==> src/rtl/memap_pkg.sv <==
// Shared types and helpers for the memory access port.
// Assumes a 32-bit data path split into four byte lanes.
package memap_pkg;
    localparam int WORD_BYTES = 4;
    localparam int DATA_W     = 8 * WORD_BYTES;
    localparam int OFF_W      = 8;

    typedef enum logic [1:0] {
        SZ_BYTE = 2'd0,
        SZ_HALF = 2'd1,
        SZ_WORD = 2'd2,
        SZ_RSVD = 2'd3
    } xsize_e;

    typedef enum logic [2:0] {
        SEL_CTRL,
        SEL_ADDR,
        SEL_DATA,
        SEL_BANK,
        SEL_BASE,
        SEL_NONE
    } regsel_e;

    // Map a register offset onto the register it names.
    function automatic regsel_e decode_off(input logic [OFF_W-1:0] off);
        regsel_e r;
        if (off[7:4] == 4'h1) begin
            r = SEL_BANK;
        end else begin
            case (off[7:2])
                6'h00:   r = SEL_CTRL;
                6'h01:   r = SEL_ADDR;
                6'h03:   r = SEL_DATA;
                6'h3E:   r = SEL_BASE;
                default: r = SEL_NONE;
            endcase
        end
        return r;
    endfunction

    // Byte enables for a given size and low address bits.
    function automatic logic [WORD_BYTES-1:0] lane_mask(input xsize_e sz, input logic [1:0] a);
        logic [3:0] m;
        case (sz)
            SZ_BYTE: m = 4'b0001 << a;
            SZ_HALF: m = a[1] ? 4'b1100 : 4'b0011;
            default: m = 4'b1111;
        endcase
        return m;
    endfunction

    // Address step in bytes for a given size.
    function automatic logic [2:0] size_step(input xsize_e sz);
        logic [2:0] s;
        case (sz)
            SZ_BYTE: s = 3'd1;
            SZ_HALF: s = 3'd2;
            default: s = 3'd4;
        endcase
        return s;
    endfunction
endpackage

==> src/rtl/memap_regs.sv <==
// Control word and transfer address registers.
// Holds size and increment mode and advances the transfer address inside a
// 2**WRAP_BITS byte block after each data-register transfer.
// Assumes ADDR_W <= DATA_W and WRAP_BITS < ADDR_W.
module memap_regs
    import memap_pkg::*;
#(
    parameter int ADDR_W    = 32,
    parameter int WRAP_BITS = 10
) (
    input  logic              clk,
    input  logic              rst_n,
    input  logic              ctrl_wr,
    input  logic              addr_wr,
    input  logic [DATA_W-1:0] wdata,
    input  logic              step_go,
    input  logic              bank_go,
    output xsize_e            size_o,
    output logic              inc_o,
    output logic [ADDR_W-1:0] tar_o
);
    localparam int HI_W = ADDR_W - WRAP_BITS;

    xsize_e              size_q;
    logic                inc_q;
    logic [ADDR_W-1:0]   tar_q;
    logic [WRAP_BITS-1:0] low_next;
    logic [HI_W-1:0]     high_keep;

    // Next low address bits; carry out of the block is discarded.
    always_comb begin
        low_next  = tar_q[WRAP_BITS-1:0] + WRAP_BITS'(size_step(size_q));
        high_keep = tar_q[ADDR_W-1:WRAP_BITS];
    end

    // Control word fields, with the reserved size mapped to word.
    always_ff @(posedge clk) begin
        if (!rst_n) begin
            size_q <= SZ_WORD;
            inc_q  <= 1'b0;
        end else if (ctrl_wr) begin
            size_q <= (wdata[1:0] == 2'd3) ? SZ_WORD : xsize_e'(wdata[1:0]);
            inc_q  <= wdata[4];
        end
    end

    // Transfer address: software write or post-transfer increment.
    always_ff @(posedge clk) begin
        if (!rst_n) begin
            tar_q <= '0;
        end else if (addr_wr) begin
            tar_q <= wdata[ADDR_W-1:0];
        end else if (step_go && inc_q) begin
            tar_q <= {high_keep, low_next};
        end
    end

    assign size_o = size_q;
    assign inc_o  = inc_q;
    assign tar_o  = tar_q;


    tar_block_chk: assert property (@(posedge clk) disable iff (!rst_n)
        !addr_wr |=> tar_q[ADDR_W-1:WRAP_BITS] == $past(tar_q[ADDR_W-1:WRAP_BITS]));


    bank_keep_chk: assert property (@(posedge clk) disable iff (!rst_n)
        (bank_go && !addr_wr) |=> $stable(tar_q));


    inc_off_chk: assert property (@(posedge clk) disable iff (!rst_n)
        (!inc_q && !addr_wr) |=> $stable(tar_q));
endmodule

==> src/rtl/memap_lanes.sv <==
// Byte lane logic: makes byte enables from size and address, and zeroes
// the read data lanes that were not enabled. Purely combinational.
module memap_lanes
    import memap_pkg::*;
(
    input  xsize_e                size_i,
    input  logic [1:0]            addr_lo_i,
    output logic [WORD_BYTES-1:0] be_o,
    input  logic [WORD_BYTES-1:0] keep_i,
    input  logic [DATA_W-1:0]     raw_i,
    output logic [DATA_W-1:0]     kept_o
);
    // Enable pattern for the transfer about to start.
    assign be_o = lane_mask(size_i, addr_lo_i);

    // One mux per byte lane on the returned data.
    for (genvar b = 0; b < WORD_BYTES; b++) begin : g_lane
        assign kept_o[8*b +: 8] = keep_i[b] ? raw_i[8*b +: 8] : 8'h00;
    end
endmodule

==> src/rtl/memap_xfer.sv <==
// Single-beat bus engine with sticky overrun and error flags.
// Holds one transfer on the valid/ready bus until it completes, captures the
// response and flags. Assumes launch_i is only asserted while idle.
module memap_xfer
    import memap_pkg::*;
#(
    parameter int ADDR_W = 32
) (
    input  logic                  clk,
    input  logic                  rst_n,
    input  logic                  launch_i,
    input  logic                  launch_wr_i,
    input  logic [ADDR_W-1:0]     launch_addr_i,
    input  logic [WORD_BYTES-1:0] launch_be_i,
    input  logic [DATA_W-1:0]     launch_wdata_i,
    input  logic                  overrun_i,
    input  logic                  flag_clear_i,
    output logic                  mem_valid_o,
    output logic                  mem_write_o,
    output logic [ADDR_W-1:0]     mem_addr_o,
    output logic [WORD_BYTES-1:0] mem_be_o,
    output logic [DATA_W-1:0]     mem_wdata_o,
    input  logic                  mem_ready_i,
    input  logic                  mem_err_i,
    input  logic [DATA_W-1:0]     kept_rdata_i,
    output logic                  busy_o,
    output logic                  done_o,
    output logic [DATA_W-1:0]     done_rdata_o,
    output logic                  ovr_o,
    output logic                  err_o
);
    logic                  valid_q, write_q, done_q, ovr_q, err_q;
    logic [ADDR_W-1:0]     addr_q;
    logic [WORD_BYTES-1:0] be_q;
    logic [DATA_W-1:0]     wdata_q, rdata_q;
    logic                  complete;

    assign complete = valid_q && mem_ready_i;

    // Request register: load on launch, drop on completion.
    always_ff @(posedge clk) begin
        if (!rst_n) begin
            valid_q <= 1'b0;
            write_q <= 1'b0;
            addr_q  <= '0;
            be_q    <= '0;
            wdata_q <= '0;
        end else if (launch_i) begin
            valid_q <= 1'b1;
            write_q <= launch_wr_i;
            addr_q  <= launch_addr_i;
            be_q    <= launch_be_i;
            wdata_q <= launch_wdata_i;
        end else if (complete) begin
            valid_q <= 1'b0;
        end
    end

    // Response capture: error and write completions return zero.
    always_ff @(posedge clk) begin
        if (!rst_n) begin
            done_q  <= 1'b0;
            rdata_q <= '0;
        end else begin
            done_q <= complete;
            if (complete) begin
                rdata_q <= (mem_err_i || write_q) ? '0 : kept_rdata_i;
            end
        end
    end

    // Sticky flags: a new event wins over a clear.
    always_ff @(posedge clk) begin
        if (!rst_n) begin
            ovr_q <= 1'b0;
            err_q <= 1'b0;
        end else begin
            ovr_q <= (ovr_q && !flag_clear_i) || overrun_i;
            err_q <= (err_q && !flag_clear_i) || (complete && mem_err_i);
        end
    end

    assign mem_valid_o  = valid_q;
    assign mem_write_o  = write_q;
    assign mem_addr_o   = addr_q;
    assign mem_be_o     = be_q;
    assign mem_wdata_o  = wdata_q;
    assign busy_o       = valid_q;
    assign done_o       = done_q;
    assign done_rdata_o = rdata_q;
    assign ovr_o        = ovr_q;
    assign err_o        = err_q;


    hold_req_chk: assert property (@(posedge clk) disable iff (!rst_n)
        (valid_q && !mem_ready_i) |=> (valid_q && $stable(addr_q) && $stable(be_q) && $stable(wdata_q)));


    single_beat_chk: assert property (@(posedge clk) disable iff (!rst_n)
        complete |=> (!valid_q && done_q));


    launch_idle_chk: assert property (@(posedge clk) disable iff (!rst_n)
        launch_i |-> !valid_q);


    ovr_set_chk: assert property (@(posedge clk) disable iff (!rst_n)
        overrun_i |=> ovr_q);


    err_set_chk: assert property (@(posedge clk) disable iff (!rst_n)
        (complete && mem_err_i) |=> (err_q && !valid_q));


    clear_chk: assert property (@(posedge clk) disable iff (!rst_n)
        (flag_clear_i && !overrun_i && !(complete && mem_err_i)) |=> (!ovr_q && !err_q));


    be_live_chk: assert property (@(posedge clk) disable iff (!rst_n)
        valid_q |-> (be_q != '0));
endmodule

==> src/rtl/memap_window.sv <==
// Memory access port top: decodes debug register requests, launches
// single-beat bus transfers for the data and banked registers, and returns
// register or bus responses. Assumes the debug side waits for a response
// before issuing the next request; earlier requests count as overruns.
module memap_window
    import memap_pkg::*;
#(
    parameter int          ADDR_W    = 32,
    parameter int          WRAP_BITS = 10,
    parameter logic [31:0] BASE_ADDR = 32'hE00F_F003
) (
    input  logic        clk,
    input  logic        rst_n,
    input  logic        req_valid,
    input  logic        req_write,
    input  logic [7:0]  req_off,
    input  logic [31:0] req_wdata,
    input  logic        flag_clear,
    output logic        rsp_valid,
    output logic [31:0] rsp_rdata,
    output logic        busy,
    output logic        ovr_sticky,
    output logic        err_sticky,
    output logic        mem_valid,
    output logic        mem_write,
    output logic [31:0] mem_addr,
    output logic [3:0]  mem_be,
    output logic [31:0] mem_wdata,
    input  logic        mem_ready,
    input  logic [31:0] mem_rdata,
    input  logic        mem_err
);
    regsel_e               sel;
    logic                  accept, overrun, data_go, bank_go, step_go;
    logic                  ctrl_wr, addr_wr;
    xsize_e                size;
    logic                  inc_on;
    logic [ADDR_W-1:0]     tar;
    logic [ADDR_W-1:0]     xfer_addr;
    logic [WORD_BYTES-1:0] launch_be, held_be;
    logic [DATA_W-1:0]     kept_rdata, done_rdata;
    logic                  done;
    logic                  reg_rsp_q;
    logic [DATA_W-1:0]     reg_rdata_q, reg_rdata;

    // Request classification.
    always_comb begin
        sel     = decode_off(req_off);
        accept  = req_valid && !busy;
        overrun = req_valid && busy;
        bank_go = accept && (sel == SEL_BANK);
        step_go = accept && (sel == SEL_DATA);
        data_go = bank_go || step_go;
        ctrl_wr = accept && req_write && (sel == SEL_CTRL);
        addr_wr = accept && req_write && (sel == SEL_ADDR);
    end

    // Bus address: the transfer address, or the window word for a bank.
    always_comb begin
        if (sel == SEL_BANK) begin
            xfer_addr = {tar[ADDR_W-1:4], req_off[3:2], 2'b00};
        end else begin
            xfer_addr = tar;
        end
    end

    // Read value for the register side.
    always_comb begin
        case (sel)
            SEL_CTRL: reg_rdata = {27'd0, inc_on, 2'b00, size};
            SEL_ADDR: reg_rdata = DATA_W'(tar);
            SEL_BASE: reg_rdata = BASE_ADDR;
            default:  reg_rdata = '0;
        endcase
    end

    memap_regs #(
        .ADDR_W    (ADDR_W),
        .WRAP_BITS (WRAP_BITS)
    ) u_regs (
        .clk     (clk),
        .rst_n   (rst_n),
        .ctrl_wr (ctrl_wr),
        .addr_wr (addr_wr),
        .wdata   (req_wdata),
        .step_go (step_go),
        .bank_go (bank_go),
        .size_o  (size),
        .inc_o   (inc_on),
        .tar_o   (tar)
    );

    memap_lanes u_lanes (
        .size_i    (size),
        .addr_lo_i (xfer_addr[1:0]),
        .be_o      (launch_be),
        .keep_i    (held_be),
        .raw_i     (mem_rdata),
        .kept_o    (kept_rdata)
    );

    memap_xfer #(
        .ADDR_W (ADDR_W)
    ) u_xfer (
        .clk            (clk),
        .rst_n          (rst_n),
        .launch_i       (data_go),
        .launch_wr_i    (req_write),
        .launch_addr_i  (xfer_addr),
        .launch_be_i    (launch_be),
        .launch_wdata_i (req_wdata),
        .overrun_i      (overrun),
        .flag_clear_i   (flag_clear),
        .mem_valid_o    (mem_valid),
        .mem_write_o    (mem_write),
        .mem_addr_o     (mem_addr),
        .mem_be_o       (held_be),
        .mem_wdata_o    (mem_wdata),
        .mem_ready_i    (mem_ready),
        .mem_err_i      (mem_err),
        .kept_rdata_i   (kept_rdata),
        .busy_o         (busy),
        .done_o         (done),
        .done_rdata_o   (done_rdata),
        .ovr_o          (ovr_sticky),
        .err_o          (err_sticky)
    );

    // Register-side response, one cycle after acceptance.
    always_ff @(posedge clk) begin
        if (!rst_n) begin
            reg_rsp_q   <= 1'b0;
            reg_rdata_q <= '0;
        end else begin
            reg_rsp_q   <= accept && !data_go;
            reg_rdata_q <= req_write ? '0 : reg_rdata;
        end
    end

    assign mem_be    = held_be;
    assign rsp_valid = reg_rsp_q || done;
    assign rsp_rdata = reg_rsp_q ? reg_rdata_q : done_rdata;


    rsp_single_chk: assert property (@(posedge clk) disable iff (!rst_n)
        !(reg_rsp_q && done));


    drop_quiet_chk: assert property (@(posedge clk) disable iff (!rst_n)
        (overrun && !mem_ready) |=> !reg_rsp_q && !done);
endmodule

==> config.mk <==
export PLATFORM = sky130hd
export DESIGN_NAME = memap_window
export DESIGN_NICKNAME = d
export VERILOG_FILES = /design/src/rtl/memap_pkg.sv /design/src/rtl/memap_regs.sv /design/src/rtl/memap_lanes.sv /design/src/rtl/memap_xfer.sv /design/src/rtl/memap_window.sv
export SDC_FILE = /design/constraint.sdc
export NUM_CORES = 1
export LEC_CHECK = 0
export BUFFER_PORTS_ARGS = -buffer_cell sky130_fd_sc_hd__buf_2
export CELL_PAD_IN_SITES_DETAIL_PLACEMENT = 0
export CELL_PAD_IN_SITES_GLOBAL_PLACEMENT = 2
export CORE_ASPECT_RATIO = 1.5
export CORE_MARGIN = 2
export CORE_UTILIZATION = 33
export DETAILED_ROUTE_END_ITERATION = 8
export PLACE_DENSITY = 0.87
export REMOVE_ABC_BUFFERS = 1
export SYNTH_ARGS = -nofsm -noshare
export SYNTH_HDL_FRONTEND = slang
export SYNTH_SLANG_ARGS = --single-unit
==> constraint.sdc <==
create_clock -name clk -period 5.1 [get_ports clk]
set_input_delay 1.02 -clock clk [delete_from_list [all_inputs] [get_ports clk]]
set_output_delay 1.02 -clock clk [all_outputs]
set_load 0.02 [all_outputs]
Word-level counts from Yosys, hierarchy flattened
Cells that the tools add are included.
Storage, ports and cells
  register bits after elaboration: 173
  input port bits: 79
  output and inout port bits: 106
  logic and storage cells: 73
Operators by class
  add/subtract/negate cells: 1
  equal/unequal tests: 10
  shifts and indexed selects: 1
  mux-type cells: 18
  bitwise operators: 1
  reductions and logical operators: 27
Operators by type and width (number)
  two-way mux 32 bit: 3
  one-hot mux 32 bit (3 select lines): 1
  two-way mux 8 bit: 4
  logical AND 1 bit: 13
  one-hot mux 3 bit (4 select lines): 1
  adder 10 x 3 -> 10 bit: 1
  two-way mux 10 bit: 1
  two-way mux 4 bit: 2
  one-hot mux 4 bit (2 select lines): 1
  equality test 3 x 2 -> 1 bit, second input constant: 2
  equality test 6 x 1 -> 1 bit, second input constant: 1
  equality test 6 x 2 -> 1 bit, second input constant: 1
  equality test 6 bit, second input constant: 1
  zero test 6 bit: 1
  one-hot mux 3 bit (2 select lines): 1
  logical OR 1 bit: 5
  equality test 4 x 1 -> 1 bit, second input constant: 1
  nonzero test 2 bit: 2
  left shift 1 x 2 -> 4 bit, first input constant: 1
  equality test 3 x 1 -> 1 bit, second input constant: 1
  equality test 3 bit, second input constant: 1
  zero test 1 bit: 3
  zero test 3 bit: 1
  two-way mux 3 bit: 1
  7 further kinds: 8

Depth between registers and ports, before layout
  depth after elaboration: 8
  gate-level depth with buffers: 9

Modules after synthesis
From an unflattened synthesis, not the netlist that was laid out.
Second synthesis, totals
  cells, all modules: 667
  area total of the unflattened synthesis: 7190.6 µm²
By module, submodules not included
  memap_xfer: times used 1, cells an instance 312, area an instance 3808.7 µm²
  memap_regs: times used 1, cells an instance 165, area an instance 1611.5 µm²
  memap_window: times used 1, cells an instance 151, area an instance 1526.5 µm²
  memap_lanes: times used 1, cells an instance 39, area an instance 244.0 µm²

Least setup slack after synthesis
OpenSTA, ideal clock, no wires.
  path kind: input -> register
  start: in req_off[2]
  end: reg u_xfer.wdata_q[10], in the netlist u_xfer.mem_wdata_o[10]
  library setup time: 70 ps
  arrival time: 2329 ps
  slack: 2701 ps
  stages: 9
  buffers on the path: 4
  path through: buf_2 and2_1 and2_1 buf_4 o21ai_2 buf_4 buf_2 nand2_1 a21oi_1
On the way
  word-level cells in the longest chain between the ends: 6
Ends and longest elaborated chain
  start, declared: RTL line memap_window.sv:16  | input logic [7:0] req_off,
  equality test 6 bit, or another cell as far along: RTL line memap_pkg.sv:30  | case (off[7:2])
  one-hot mux 3 bit (4 select lines) (*): RTL line memap_pkg.sv:30
  two-way mux 3 bit (*): RTL line memap_pkg.sv:27  | if (off[7:4] == 4'h1) begin
  equality test 3 x 2 -> 1 bit (on tied branches): RTL line memap_window.sv:51, memap_window.sv:52
  logical AND 1 bit (on tied branches): RTL line memap_window.sv:51, memap_window.sv:52
  logical OR 1 bit (*): RTL line memap_window.sv:53  | data_go = bank_go || step_go;
  end signal, assigned: RTL line memap_xfer.sv:53  | wdata_q <= launch_wdata_i;
  end, declared: RTL line memap_xfer.sv:35  | logic [DATA_W-1:0] wdata_q, rdata_q;
Every way passes the cells marked *; elsewhere a longest branch is shown, timed or not.
A chain may end at the register's enable or synchronous reset.

Worst setup path after layout
  start: reg reg_rsp_q
  end: out rsp_rdata[6]
On the way
  word-level cells in the longest chain between the ends: 1
Ends and longest elaborated chain
  start, declared: RTL line memap_window.sv:43  | logic reg_rsp_q;
  start signal, assigned: RTL line memap_window.sv:135  | reg_rsp_q <= accept && !data_go;
  two-way mux 32 bit: RTL line memap_window.sv:142  | assign rsp_rdata = reg_rsp_q ? reg_rdata_q : done_rdata;
  end, declared: RTL line memap_window.sv:20  | output logic [31:0] rsp_rdata,
No other way between the ends.

==> run metrics <==
status=complete, no violations; Post-Synth Adder-Cell Area=0.858%; die area=0.0215 mm^2; Tot GR Track Use=18.5%; CORE AREA=0.0199 mm^2; multiplexer area fraction after synthesis=6.60%; First DRT Iteration DRCs=332; post-CTS setup buffers=0; synth warn=0; startpoint type of the worst setup path=flop; setup repair after global routing missed its margin=false; post-synthesis sequential area ratio=51.6%; Critical path origin=reg_rsp_q; CP Data Arrival Time=1.96 ns; Least-Margin Pin Slew=1.18 ns; ys flop type=dfxtp_1; Fin Hold WS=0.450 ns; Avg Cell Area, Syn=8.92 um^2; worst stage delay on the critical path=0.94 ns; Cells after Synth=752; final worst path period share=58.5%; Die X=120 um; clock sink total=173; clk buf depth=2; post-layout net count=989; vias in the first global route=5,448; # port buffers=182; CP delay by family, top=flip-flops; CP endpoint kind=primary output; placed instance count=1,147; Layout area overhead=25.8%; Crit path depth=2; Static Leak=3.47 nW; final core occ=42.5%; post-synthesis cell type count=56; critical path type=flop to primary output; largest net degree at the start of global routing=54; Core Rows=63; P per Cell Area=350 mW/mm^2; first-pass GRT wire length=30.5 mm; Netlist Area Pre-Place=0.00671 mm^2; post-route ant nets=0; Remaining Overflow, GRT=0; drt wl/cell=16.8 um; post-synth top area cell=dfxtp_1; Final min period=2.98 ns; Routability Congestion=0.829; DRT Pass-1 Iters=4; crit path buf inv count=1; Num CTS Buffers=17; Post-synth EDFFs=0; Yosys reg bits=173; largest family of logic cells by synthesized area=simple AND/OR/NAND/NOR gates; H-tree level count=4; max-cap check violation count=0; CP Max Fanout=33; top cell type's share of synthesized area=51.6%; fillcell total=2,103; Pins Over Slew Limit=0; CTS root buf=clkbuf_16; CTS tree=built; sequential cell area=0.00346 mm^2; Avg Vias per Cell=4.81; worst min-delay path category=flop to flop; DRC violations left=0; Hold Fails Final Rpt=0; Worst Hold Launch=u_xfer.mem_addr_o[7]; post-synthesis xor/xnor area fraction=0.391%; crit path to=rsp_rdata[6]; Critical Path, Cell by Cell=mux2_2 > buf_2; hold depth=2; r2r endpoint=u_regs.tar_o[30]; Synth Area in Simple Gates=20.0%; die span in y=179 um; Worst path slowest cell=dfxtp_2; Final Skew=0.00917 ns; footprint of the multi-input gates=0.00295 mm^2; synth top area cells=dfxtp_1, nand2_1, a21oi_1; Worst slew margin=20.7%; total number of vias=5,681; Reg clk slew, reported paths=0.06 ns; Synth Area in Compound Gates=15.9%; layout cells sized above 1=29.4%; setup TNS=0 ns; WL final=19.8 mm; R2R Setup Slk=2.62 ns; PostCTS Resize Cnt=0; CP required=4.08 ns; DP HPWL=13.4 mm; # IOs=185; Post-synth ARST share=0%; clk_lat worst skew=0.42 ns; Initial Util=33.8%; initial antenna violation count=1; CTS Hold Bufs=0; reg2reg start=u_xfer.busy_o; IR drop worst, VDD=175 uV; R2R cell count=6; Highest Clock Rate=335 MHz; endpoints failing setup=0; final cell count without fillers=1,180
-- layer usage --
| metal | vias to the layer above | GRT usage [%] | part of all wire [%] |
|---|---|---|---|
| met5 | - | 0 | 0 |
| met4 | 0 | 7.66 | 2.4 |
| met3 | 25 | 3.21 | 3.5 |
| met2 | 133 | 33.0 | 52 |
| met1 | 2661 | 21.9 | 42 |
| li1 | 2862 | - | - |
-- cell usage in the layout (no fill, tap or decap), drive strengths merged, types with 3 or more instances in the layout --
master,instances
o21ai,7
nor2,58
bufinv,5
dfxtp,173
and2,25
o21a,13
a222oi,3
a22oi,33
nor2b,5
clkinv,3
a32oi,4
nor3,7
nand2,180
mux2,34
buf,190
inv,6
ha,3
mux2i,6
nand2b,5
nand3,4
a211oi,4
nor4,4
clkbuf,23
a21oi,93
-- report_power, final --
group	switching, mW	leakage, nW	internal [mW]
registers	0.0102	1.39	1.36
clock network	0.530	0.330	0.937
logic	0.0747	1.74	0.0431
total	0.615	3.47	2.34
-- flip-flops by register name, summed over array words and instances, names as in the netlist --
name,count
reg_rdata_q,32
u_xfer.ovr_o,1
u_xfer.err_o,1
u_xfer.busy_o,1
u_xfer.mem_addr_o,32
u_regs.size_o,2
reg_rsp_q,1
u_xfer.done_o,1
u_regs.inc_o,1
u_xfer.mem_be_o,4
u_xfer.mem_write_o,1
u_regs.tar_o,32
u_xfer.mem_wdata_o,32
u_xfer.done_rdata_o,32
-- Yosys cell counts (all sizes together) (4+ instances only) --
| cell | number |
|---|---|
| and2 | 25 |
| nand3 | 4 |
| o21ai | 7 |
| a21oi | 93 |
| a22oi | 33 |
| a211oi | 4 |
| nor2b | 5 |
| nor2 | 58 |
| nor3 | 7 |
| mux2i | 6 |
| a32oi | 4 |
| nand2b | 5 |
| nand2 | 180 |
| clkbuf | 29 |
| inv | 6 |
| nor4 | 4 |
| buf | 26 |
| dfxtp | 173 |
| o21a | 13 |
| mux2 | 34 |
-- cells by family after synthesis --
kind of cell / count (synthesis)
buffers and inverters: 61
adder cells (fa/ha/maj): 4
AO/OA/AOI/OAI: 171
multiplexers: 40
AND/OR/NAND/NOR: 300
XOR/XNOR: 3
flip-flops: 173
-- worst register-to-register path, delay by kind of cell, from the launching register on --
kind,cells,cell delay (ns)
compound gates,1,0.12
simple gates,4,1.56
flops,1,0.39
buf+inv,1,0.35
-- cell type report --
class,count,area share [%]
diodes,1,0.0296
clock buffers,23,5.90
multi-input cells,518,35.0
inverters,6,0.296
repair buffers,190,11.8
well taps,260,3.85
flip-flops and latches,173,41.0
clock inverters,9,2.13
-- metrics by stage --
stage          total power, mW  instance area (um^2)  setup slack, ns
2_1_floorplan             1.44                  6420             2.04
3_3_place_gp              1.52                  7760             1.77
3_5_place_dp              1.52                  7760             1.73
4_1_cts                   2.99                  8440             2.07
5_1_grt                   3.05                  8450             2.03
6_report                  2.95                  8450             2.12
-- how the worst min path moves through the flow --
stage                             endpoint
finish                u_xfer.mem_addr_o[7]
global route         u_xfer.mem_addr_o[23]
CTS                 u_xfer.mem_wdata_o[27]
detailed placement  u_xfer.mem_wdata_o[27]
global placement     u_xfer.mem_addr_o[15]
floorplan            u_xfer.mem_addr_o[10]
Power figures use the tool's default switching activity.
